`config.mk`:
```
export PLATFORM = sky130hd
export DESIGN_NAME = csr_acc_unit
export DESIGN_NICKNAME = d
export VERILOG_FILES = /design/src/rtl/csr_acc_pkg.sv /design/src/rtl/csr_acc_decode.sv /design/src/rtl/csr_acc_merge.sv /design/src/rtl/csr_acc_bank.sv /design/src/rtl/csr_acc_unit.sv
export SDC_FILE = /design/constraint.sdc
export NUM_CORES = 1
export LEC_CHECK = 0
export BUFFER_PORTS_ARGS = -buffer_cell sky130_fd_sc_hd__buf_2
export CAP_MARGIN = 25
export CORE_MARGIN = 5
export CORE_UTILIZATION = 55
export DETAILED_ROUTE_END_ITERATION = 8
export PLACE_DENSITY_LB_ADDON = 0.2
export REMOVE_ABC_BUFFERS = 1
export SYNTH_ARGS = -nofsm -noshare
export SYNTH_HDL_FRONTEND = slang
export SYNTH_SLANG_ARGS = --single-unit
```
`constraint.sdc`:
```
create_clock -name clk -period 2.6 [get_ports clk]
set_input_delay 0.26 -clock clk [delete_from_list [all_inputs] [get_ports clk]]
set_output_delay 0.26 -clock clk [all_outputs]
set_load 0.05 [all_outputs]
```
`src/rtl/csr_acc_pkg.sv`:
```
package csr_acc_pkg;

   typedef enum logic [1:0] {
      OP_SWAP  = 2'd0,
      OP_SET   = 2'd1,
      OP_CLEAR = 2'd2,
      OP_RSVD  = 2'd3
   } csr_op_e;

   localparam logic [1:0] CLS_RW = 2'b00;
   localparam logic [1:0] CLS_RO = 2'b11;
   localparam int         NUM_GROUPS = 6;

   // groups 0..2 are read/write, 3..5 read-only; priority levels 0, 1, 3
   function automatic logic [1:0] group_cls(input int g);
      return (g < 3) ? CLS_RW : CLS_RO;
   endfunction

   function automatic logic [1:0] group_priv(input int g);
      case (g % 3)
         0:       return 2'd0;
         1:       return 2'd1;
         default: return 2'd3;
      endcase
   endfunction

   function automatic logic [11:0] ent_addr(input int e, input int per, input int base);
      int g;
      int k;
      g = e / per;
      k = e % per;
      return {group_cls(g), group_priv(g), 8'(base + k)};
   endfunction

endpackage

```
`src/rtl/csr_acc_decode.sv`:
```
module csr_acc_decode
   import csr_acc_pkg::*;
#(
   parameter int PER_GROUP = 2,
   parameter int LOW_BASE  = 8'h40,
   parameter int NUM_ENT   = NUM_GROUPS * PER_GROUP
) (
   input  logic [11:0]        addr,
   input  logic [1:0]         priv,
   output logic [NUM_ENT-1:0] hit,
   output logic               any_hit,
   output logic               is_ro,
   output logic               priv_ok
);

   for (genvar e = 0; e < NUM_ENT; e++) begin : g_cmp
      localparam logic [11:0] EA = ent_addr(e, PER_GROUP, LOW_BASE);
      assign hit[e] = (addr == EA);
   end

   assign any_hit = |hit;
   assign is_ro   = (addr[11:10] == CLS_RO);
   // the privilege field of the address may not exceed the current level
   assign priv_ok = (addr[9:8] <= priv);

endmodule

```
`src/rtl/csr_acc_merge.sv`:
```
module csr_acc_merge
   import csr_acc_pkg::*;
#(
   parameter int XLEN = 32
) (
   input  logic [1:0]      op,
   input  logic [XLEN-1:0] src,
   input  logic            src_nz,
   input  logic [XLEN-1:0] old_val,
   output logic            wr_req,
   output logic [XLEN-1:0] new_val
);

   logic [XLEN-1:0] mask;
   logic [XLEN-1:0] wval;

   always_comb begin
      mask   = '0;
      wval   = '0;
      wr_req = 1'b0;
      case (csr_op_e'(op))
         OP_SWAP: begin
            mask   = '1;
            wval   = src;
            wr_req = 1'b1;
         end
         OP_SET: begin
            mask   = src_nz ? src : '0;   // x0 source gives a zero mask
            wval   = '1;
            wr_req = src_nz;
         end
         OP_CLEAR: begin
            mask   = src_nz ? src : '0;
            wval   = '0;
            wr_req = src_nz;
         end
         default: begin
            mask   = '0;
            wval   = '0;
            wr_req = 1'b0;
         end
      endcase
   end

   assign new_val = (old_val & ~mask) | (wval & mask);

endmodule

```
`src/rtl/csr_acc_bank.sv`:
```
module csr_acc_bank
   import csr_acc_pkg::*;
#(
   parameter int XLEN      = 32,
   parameter int PER_GROUP = 2,
   parameter int LOW_BASE  = 8'h40,
   parameter int NUM_ENT   = NUM_GROUPS * PER_GROUP
) (
   input  logic                          clk,
   input  logic                          rst_n,
   input  logic [NUM_ENT-1:0]            we,
   input  logic [XLEN-1:0]               wdata,
   output logic [NUM_ENT-1:0][XLEN-1:0]  ent_q
);

   for (genvar e = 0; e < NUM_ENT; e++) begin : g_ent
      localparam int          G  = e / PER_GROUP;
      localparam logic [11:0] EA = ent_addr(e, PER_GROUP, LOW_BASE);
      if (group_cls(G) == CLS_RO) begin : g_ro
         assign ent_q[e] = {1'b1, {(XLEN-13){1'b0}}, EA};
         // a read-only entry is never offered a write
         a_r6_ro_no_enable: assert property (@(posedge clk) disable iff (!rst_n)
            !we[e]);
      end else begin : g_rw
         logic [XLEN-1:0] q;
         always_ff @(posedge clk or negedge rst_n) begin
            if (!rst_n)     q <= '0;
            else if (we[e]) q <= wdata;
         end
         assign ent_q[e] = q;
      end
   end

endmodule

```
`src/rtl/csr_acc_unit.sv`:
```
module csr_acc_unit
   import csr_acc_pkg::*;
#(
   parameter int XLEN          = 32,
   parameter int PER_GROUP     = 2,
   parameter int LOW_BASE      = 8'h40,
   parameter int CAUSE_W       = 4,
   parameter int CAUSE_ILLEGAL = 2
) (
   input  logic               clk,
   input  logic               rst_n,
   input  logic               req_valid,
   input  logic [1:0]         req_op,
   input  logic [11:0]        req_addr,
   input  logic [XLEN-1:0]    req_src,
   input  logic               req_src_nz,
   input  logic [1:0]         req_priv,
   output logic               resp_valid,
   output logic [XLEN-1:0]    resp_rdata,
   output logic               resp_illegal,
   output logic [CAUSE_W-1:0] resp_cause
);

   localparam int NUM_ENT = NUM_GROUPS * PER_GROUP;
   localparam logic [CAUSE_W-1:0] CAUSE_V = CAUSE_W'(CAUSE_ILLEGAL);

   // elaboration-time parameter checks
   if (XLEN < 16) begin : g_bad_xlen
      initial $fatal(1, "csr_acc_unit: XLEN must be at least 16");
   end
   if (PER_GROUP < 1 || LOW_BASE < 0 || LOW_BASE + PER_GROUP > 256) begin : g_bad_span
      initial $fatal(1, "csr_acc_unit: register span leaves the low address byte");
   end
   if (CAUSE_ILLEGAL < 1 || CAUSE_ILLEGAL >= (1 << CAUSE_W)) begin : g_bad_cause
      initial $fatal(1, "csr_acc_unit: cause code does not fit CAUSE_W");
   end

   logic [NUM_ENT-1:0]           hit;
   logic                         any_hit;
   logic                         is_ro;
   logic                         priv_ok;
   logic [NUM_ENT-1:0][XLEN-1:0] ent_q;
   logic [XLEN-1:0]              old_val;
   logic [XLEN-1:0]              new_val;
   logic                         wr_req;
   logic                         illegal;
   logic                         commit;
   logic [NUM_ENT-1:0]           we;

   csr_acc_decode #(
      .PER_GROUP (PER_GROUP),
      .LOW_BASE  (LOW_BASE),
      .NUM_ENT   (NUM_ENT)
   ) u_dec (
      .addr    (req_addr),
      .priv    (req_priv),
      .hit     (hit),
      .any_hit (any_hit),
      .is_ro   (is_ro),
      .priv_ok (priv_ok)
   );

   always_comb begin
      old_val = '0;
      for (int e = 0; e < NUM_ENT; e++) begin
         if (hit[e]) old_val |= ent_q[e];
      end
   end

   csr_acc_merge #(.XLEN(XLEN)) u_mrg (
      .op      (req_op),
      .src     (req_src),
      .src_nz  (req_src_nz),
      .old_val (old_val),
      .wr_req  (wr_req),
      .new_val (new_val)
   );

   assign illegal = !any_hit || !priv_ok || (req_op == OP_RSVD) || (is_ro && wr_req);
   assign commit  = req_valid && !illegal && wr_req;
   assign we      = hit & {NUM_ENT{commit}};

   csr_acc_bank #(
      .XLEN      (XLEN),
      .PER_GROUP (PER_GROUP),
      .LOW_BASE  (LOW_BASE),
      .NUM_ENT   (NUM_ENT)
   ) u_bank (
      .clk   (clk),
      .rst_n (rst_n),
      .we    (we),
      .wdata (new_val),
      .ent_q (ent_q)
   );

   always_ff @(posedge clk or negedge rst_n) begin
      if (!rst_n) begin
         resp_valid   <= 1'b0;
         resp_illegal <= 1'b0;
         resp_rdata   <= '0;
         resp_cause   <= '0;
      end else begin
         resp_valid   <= req_valid;
         resp_illegal <= req_valid && illegal;
         resp_rdata   <= (req_valid && !illegal) ? old_val : '0;
         resp_cause   <= (req_valid && illegal) ? CAUSE_V : '0;
      end
   end

   // one-cycle response
   a_r1_resp_follows: assert property (@(posedge clk) disable iff (!rst_n)
      req_valid |=> resp_valid);
   a_r1_no_spurious: assert property (@(posedge clk) disable iff (!rst_n)
      !req_valid |=> !resp_valid);

   // an x0-source set or clear leaves the bank untouched
   a_r5_x0_no_write: assert property (@(posedge clk) disable iff (!rst_n)
      (req_valid && (req_op == OP_SET || req_op == OP_CLEAR) && !req_src_nz)
      |=> $stable(ent_q));

   // a write attempt on a read-only address is refused
   a_r6_ro_write_refused: assert property (@(posedge clk) disable iff (!rst_n)
      (req_valid && req_addr[11:10] == 2'b11 &&
       (req_op == OP_SWAP || (req_op != OP_RSVD && req_src_nz)))
      |=> resp_illegal);

   // higher-privilege address refused
   a_r7_priv_refused: assert property (@(posedge clk) disable iff (!rst_n)
      (req_valid && req_addr[9:8] > req_priv) |=> (resp_illegal && resp_rdata == '0));

   // reserved operation refused
   a_r10_rsvd_op: assert property (@(posedge clk) disable iff (!rst_n)
      (req_valid && req_op == OP_RSVD) |=> resp_illegal);

   // refused access changes no register; cause and data coherent
   a_r9_refused_no_commit: assert property (@(posedge clk) disable iff (!rst_n)
      (req_valid && illegal) |=> $stable(ent_q));
   a_r9_cause_coherent: assert property (@(posedge clk) disable iff (!rst_n)
      resp_illegal |-> (resp_cause == CAUSE_V && resp_rdata == '0));
   a_r9_legal_cause_zero: assert property (@(posedge clk) disable iff (!rst_n)
      !resp_illegal |-> (resp_cause == '0));

endmodule

```
Word level (Yosys, flattened, before mapping)
Index checks and enable logic that the tools add are counted.
{"block": "word_totals", "wordCells": 68, "input_bits": 52, "out_inout_bits": 38, "regBits": 228}
{"block": "op_classes", "n_bitwise": 10, "eq_ne": 16, "muxes": 18, "magnitude_cmp": 1, "reduce_logical": 13}
{"operator": "$mux 32", "count": 14}
{"operator": "$or 32x32->32", "count": 6}
{"operator": "$pmux 32 s2", "count": 2}
{"operator": "$eq 12x12->1 const B", "count": 6}
{"operator": "$and 32x32->32", "count": 2}
{"operator": "$not 32->32", "count": 1}
{"operator": "$eq 12x10->1 const B", "count": 2}
{"operator": "$eq 12x7->1 const B", "count": 2}
{"operator": "$eq 12x9->1 const B", "count": 2}
{"operator": "$reduce_or 12->1", "count": 1}
{"operator": "$and 6x6->6", "count": 1}
{"operator": "$eq 2x2->1 const B", "count": 3}
{"operator": "$logic_and 1x1->1", "count": 4}
{"operator": "$logic_not 1->1", "count": 3}
{"operator": "$logic_or 1x1->1", "count": 3}
{"operator": "$eq 2x1->1 const B", "count": 1}
{"operator": "$le 2x2->1", "count": 1}
{"operator": "$logic_not 2->1", "count": 1}
{"operator": "$mux 2", "count": 1}
{"operator": "$pmux 1 s2", "count": 1}
{"operator": "$reduce_or 2->1", "count": 1}

Depth between registers and ports, before layout
{"block": "depth", "ltp_word": 20, "depth_mapped": 12, "ltp_nobuf": 8}

Cells and area by module
A second synthesis with hierarchy kept.
{"block": "unflattened", "cells_unflattened": 1159, "area_unflattened_um2": 14501.4}
{"mod": "csr_acc_bank", "area_each_um2": 9519.1, "n_inst": 1, "cells_each": 602, "seq_area_each_um2": 4804.6}
{"mod": "csr_acc_unit", "area_each_um2": 3513.4, "n_inst": 1, "cells_each": 365, "seq_area_each_um2": 850.8}
{"mod": "csr_acc_merge", "area_each_um2": 1238.7, "n_inst": 1, "cells_each": 159, "seq_area_each_um2": 0.0}
{"mod": "csr_acc_decode", "area_each_um2": 230.2, "n_inst": 1, "cells_each": 33, "seq_area_each_um2": 0.0}

Worst setup path before layout
No wires, ideal clock.
{"block": "synth_path", "path_type": "input port to flip-flop", "startpoint": "input req_op[1]", "endpoint": "register u_bank.g_ent[0].g_rw.q[8]", "slack_ns": 0.481, "arrival_ns": 1.994, "n_path_buf": 2, "setup_ns": 0.125, "t_required_ns": 2.475, "cell_stages": 9, "cell_sequence": "inv_1 ha_1 a21oi_1 nor4b_1 nand4_1 or3_1 clkbuf_1 buf_6 mux2_4"}
{"block": "synth_between", "elab_chain_len": 9, "word_cells_on_any_way": 19, "cone_classes": "3 x eq/ne; 3 x mux; 5 x bitwise; 8 x reduce/logical"}
{"item": "from (decl)", "line": "csr_acc_unit.sv:13", "source": "input logic [1:0] req_op,"}
{"item": "$eq 2x2->1 or $eq 2x1->1 (tied branches)", "line": "csr_acc_merge.sv:21", "source": "case (csr_op_e'(op))"}
{"item": "$reduce_or 2->1 (no line)"}
{"item": "$pmux 1 s2", "line": "csr_acc_merge.sv:21"}
{"item": "$logic_and 1x1->1", "line": "csr_acc_unit.sv:79", "source": "assign illegal = !any_hit || !priv_ok || (req_op == OP_RSVD) || (is_ro && wr_req);"}
{"item": "$logic_or 1x1->1", "line": "csr_acc_unit.sv:79"}
{"item": "$logic_not 1->1", "line": "csr_acc_unit.sv:80", "source": "assign commit = req_valid && !illegal && wr_req;"}
{"item": "$logic_and 1x1->1 (2 in series)", "line": "csr_acc_unit.sv:80"}
{"item": "$and 6x6->6", "line": "csr_acc_unit.sv:81", "source": "assign we = hit & {NUM_ENT{commit}};"}
{"item": "to (signal assigned)", "line": "csr_acc_bank.sv:28", "source": "else if (we[e]) q <= wdata;"}
{"item": "to (decl)", "line": "csr_acc_bank.sv:25", "source": "logic [XLEN-1:0] q;"}
Parallel ways exist; a longest one is shown, timed or not.
A chain may end at the register's enable or synchronous reset.

Worst setup path after layout
{"block": "layout_path", "startpoint": "input req_valid", "endpoint": "register u_bank.g_ent[0].g_rw.q[21]"}
{"block": "layout_between", "elab_chain_len": 3}
{"item": "from (decl)", "line": "csr_acc_unit.sv:12", "source": "input logic req_valid,"}
{"item": "$logic_and 1x1->1 (2 in series)", "line": "csr_acc_unit.sv:80"}
{"item": "$and 6x6->6", "line": "csr_acc_unit.sv:81"}
No other way between the ends.

==> results.py <==
metrics = {
    "pwr": {
        "p_leak_nw": 5.66,
        "peakVddDrop_mv": 0.390,
        "report.power.total_mw": 7.41,
        "p_per_area_nw_per_um2": 589,
    },
    "sta": {
        "period_share_pct": 81.7,
        "worst_pin_slew_ns": 0.730,
        "slew_headroom_pct": 51.0,
        "rsz0062_at_grt": "false",
        "clock_skew_ns": 0.00847,
        "finalMaxSlewViolations": 0,
        "layout_min_cycle_time_ns": 2.12,
        "fmaxAchievable_mhz": 471,
        "setup_violations": 0,
        "hold_violations": 0,
    },
    "yosys": {
        "synth_flop_cell": "dfrtp_1",
        "synth_warnings": 0,
        "syn_inst": 1070,
        "ys_seq_elements": 226,
        "ys_seq_area_share_pct": 52.5,
        "synthArstFlopShare_pct": 100,
        "ys_types": 67,
        "synth_edf_count": 0,
        "avgSynthCellArea_sq_um": 10.1,
        "post_synth_instance_area_sq_um": 10800,
    },
    "clocking": {
        "insertion_delay_ns": 0.51,
        "cts_tree": "done",
        "clk_pin_slew_ns": 0.06,
        "cts-resized-gates": 0,
        "root_buffer": "clkbuf_16",
        "clock-sinks": 226,
        "cts_made_buffers": 24,
        "cts_max_level": 1,
        "ctsLongestPathBuffers": 3,
    },
    "finish": {
        "antennaDiodeCount": 0,
        "n_fill_cell": 1632,
        "drive_gt1_share_pct": 20.1,
        "regArea_sq_um": 5660,
        "area_growth_syn_to_layout_pct": 16.8,
        "multiInputGateArea_sq_um": 4710,
        "fin_area_sq_um": 12600,
        "finalNetCount": 1217,
        "stdcell_count": 1442,
    },
    "placed_design": {
        "dp_hpwl_microns": 17800,
        "place_area_sq_um": 11800,
        "post-place-cells": 1397,
        "port_buffers": 86,
        "place_congestion": 0.881,
    },
    "hold_path": {
        "hp-class": "primary input to flop",
        "min_from": "req_src[24]",
        "min_path_cells": 5,
        "min_to": "u_bank.g_ent[0].g_rw.q[24]",
    },
    "worst_setup_path": {
        "slowest_delay_ns": 0.53,
        "worstRegToRegCells": 7,
        "worstPathCellList": "dlygate4sd3_1 -> buf_2 -> nor4b_1 -> nand4_1 -> or3_2 -> buf_4 -> nand2_1 -> o21ai_1",
        "worstPathMaxFanout": 20,
        "setup.worst_path.end_class": "flop",
        "cp-start-kind": "primary input",
        "path_class": "primary input to flop",
        "startpoint": "req_valid",
        "r2r-start": "u_bank.g_ent[1].g_rw.q[11]",
        "crit_path_top_delay_cell": "dlygate4sd3_1",
        "critPathArrivalTime_ns": 2.51,
        "rr_endpoint": "u_bank.g_ent[2].g_rw.q[11]",
        "cp.required_ns": 2.99,
        "r2r_setup_slack_ns": 0.75,
    },
    "floorplan": {
        "pin_count": 90,
        "row_count": 51,
        "fp.dieH_microns": 150,
        "die-area_sq_um": 22500,
        "core_area_sq_um": 19400,
        "die_w_microns": 150,
        "initial_core_util_pct": 55.5,
    },
    "routing": {
        "drtIter0Drc": 594,
        "wl_met2_microns": 13200,
        "wl_met3_microns": 1790,
        "dr_total_vias": 8447,
        "viasPerCell": 5.86,
        "wl_per_cell_microns": 19.1,
        "met1Wirelength_microns": 11900,
        "drt-total-wl_microns": 27500,
        "highest_layer": "met4",
        "drcViolationCount": 0,
        "ant_nets": 0,
        "drt_first_pass_iters": 5,
    },
    "grt": {
        "overflow": 0,
        "grt_max_degree": 86,
        "antenna_found_initial": 0,
        "grt_pass1_wl_microns": 45000,
        "grt_pass1_vias": 8390,
        "grt_usage_pct": 25.2,
    },
    "job": {
        "cap_violations": 0,
    },
    "status": {
        "status": "finished clean",
    },
}
==> worst max-delay path by stage <==
stage,endpoint,slack (ns)
2_1_floorplan,u_bank.g_ent[1].g_rw.q[10],-1.73
3_3_place_gp,u_bank.g_ent[5].g_rw.q[1],0.13
3_5_place_dp,u_bank.g_ent[5].g_rw.q[4],0.11
4_1_cts,u_bank.g_ent[0].g_rw.q[21],0.51
5_1_grt,u_bank.g_ent[5].g_rw.q[4],0.37
6_report,u_bank.g_ent[0].g_rw.q[21],0.48
==> metrics by stage <==
step | hold slack, ns | TNS (ns) | setup slack, ns | util [%]
floorplan | -0.0356 | -296.92 | -1.73 | -
global placement | 0.312 | 0 | 0.133 | 60.8
detailed placement | 0.311 | 0 | 0.106 | 60.8
CTS | 0.256 | 0 | 0.514 | 64.9
global route | 0.290 | 0 | 0.373 | 64.9
finish | 0.289 | 0 | 0.477 | 64.9
==> where the power goes <==
part | internal, mW | leakage [nW] | switching [mW]
clock | 1.98 | 0.376 | 1.35
combinational | 0.188 | 2.13 | 0.373
sequential | 3.52 | 3.15 | 0.000633
==> cell type report <==
class | instances | area share, %
inverter | 4 | 0.119
clock inverter | 6 | 0.457
tap | 265 | 2.64
sequential | 226 | 44.9
multi-input combinational | 758 | 37.5
clock buffer | 37 | 5.65
timing repair buffer | 146 | 8.73
==> layout by cell type (no fill, tap or decap), drive strengths merged, types with 6 or more instances in the layout <==
cell	instances
nand3	11
dfrtp	226
mux2i	56
o22ai	12
mux2	21
xor2	17
a221oi	11
clkbuf	37
a21oi	27
and3	6
a22oi	6
nor2b	14
a221o	6
nor2	56
o22a	17
a22o	24
o21ai	203
buf	144
nand2	188
o21a	8
xnor2	6
==> what timing repair did <==
| item | in CTS | in global routing |
|---|---|---|
| hold buffers | 2 | 0 |
| endpoints found under the hold margin | 83 | 0 |
| buffers inserted | 0 | 0 |
==> cells in the mapped netlist, types with 2 or more instances <==
library cell,n,area [sq um]
ha_1,5,62.6
a31oi_1,4,25.0
o21a_1,8,60.1
clkbuf_1,53,199
o21ai_0,122,611
o22a_1,17,149
dfrtp_1,226,5660
and4_1,2,17.5
buf_1,4,15.0
xnor2_1,6,52.6
a21oi_1,27,135
and2_1,4,25.0
o21ai_1,81,405
a21o_1,2,15.0
buf_6,5,56.3
inv_1,4,15.0
nand2_1,188,706
nor3_1,3,15.0
nor4b_1,2,17.5
xor2_1,17,149
nand3b_1,3,22.5
nor4_2,2,25.0
nor2b_1,14,87.6
a22oi_1,6,45.0
nand4_1,2,12.5
mux2i_1,56,561
o2bb2ai_1,3,26.3
or3_1,3,18.8
a22o_1,24,210
nand3_1,10,50.1
o22ai_1,12,75.1
a221o_1,6,60.1
mux4_2,5,113
buf_4,8,60.1
nor3b_1,2,15.0
a221oi_2,10,150
or2_2,4,25.0
nor2_1,55,206
buf_2,13,65.1
mux2_2,19,214
and3_1,6,37.5
o221ai_1,2,17.5
==> state kept, by name, summed over array words and instances, names as in the netlist <==
signal,flops
resp_cause,1
resp_rdata,32
resp_valid,1
u_bank.g_ent.g_rw.q,192
==> worst max-delay path: cells and delay by family <==
kind                   cells  cell delay (ns)
buffers and inverters      3             0.90
and+or+nand+nor            4             1.30
AOI/OAI and AO/OA          1             0.06
==> layer usage <==
layer | track usage, % | up-vias
li1 | - | 3977
met1 | 35.5 | 4141
met2 | 40.8 | 284
met3 | 4.42 | 45
met4 | 6.36 | 0
met5 | 0 | -
==> kinds of logic after synthesis <==
group | share of synthesized area [%]
compound gates | 19.1
simple gates | 13.4
flops | 52.5
buf+inv | 4.00
mux | 8.48
xor+xnor | 1.87
fa+ha+maj | 0.581
other cells | 0.0348
Power figures use the tool's default switching activity.
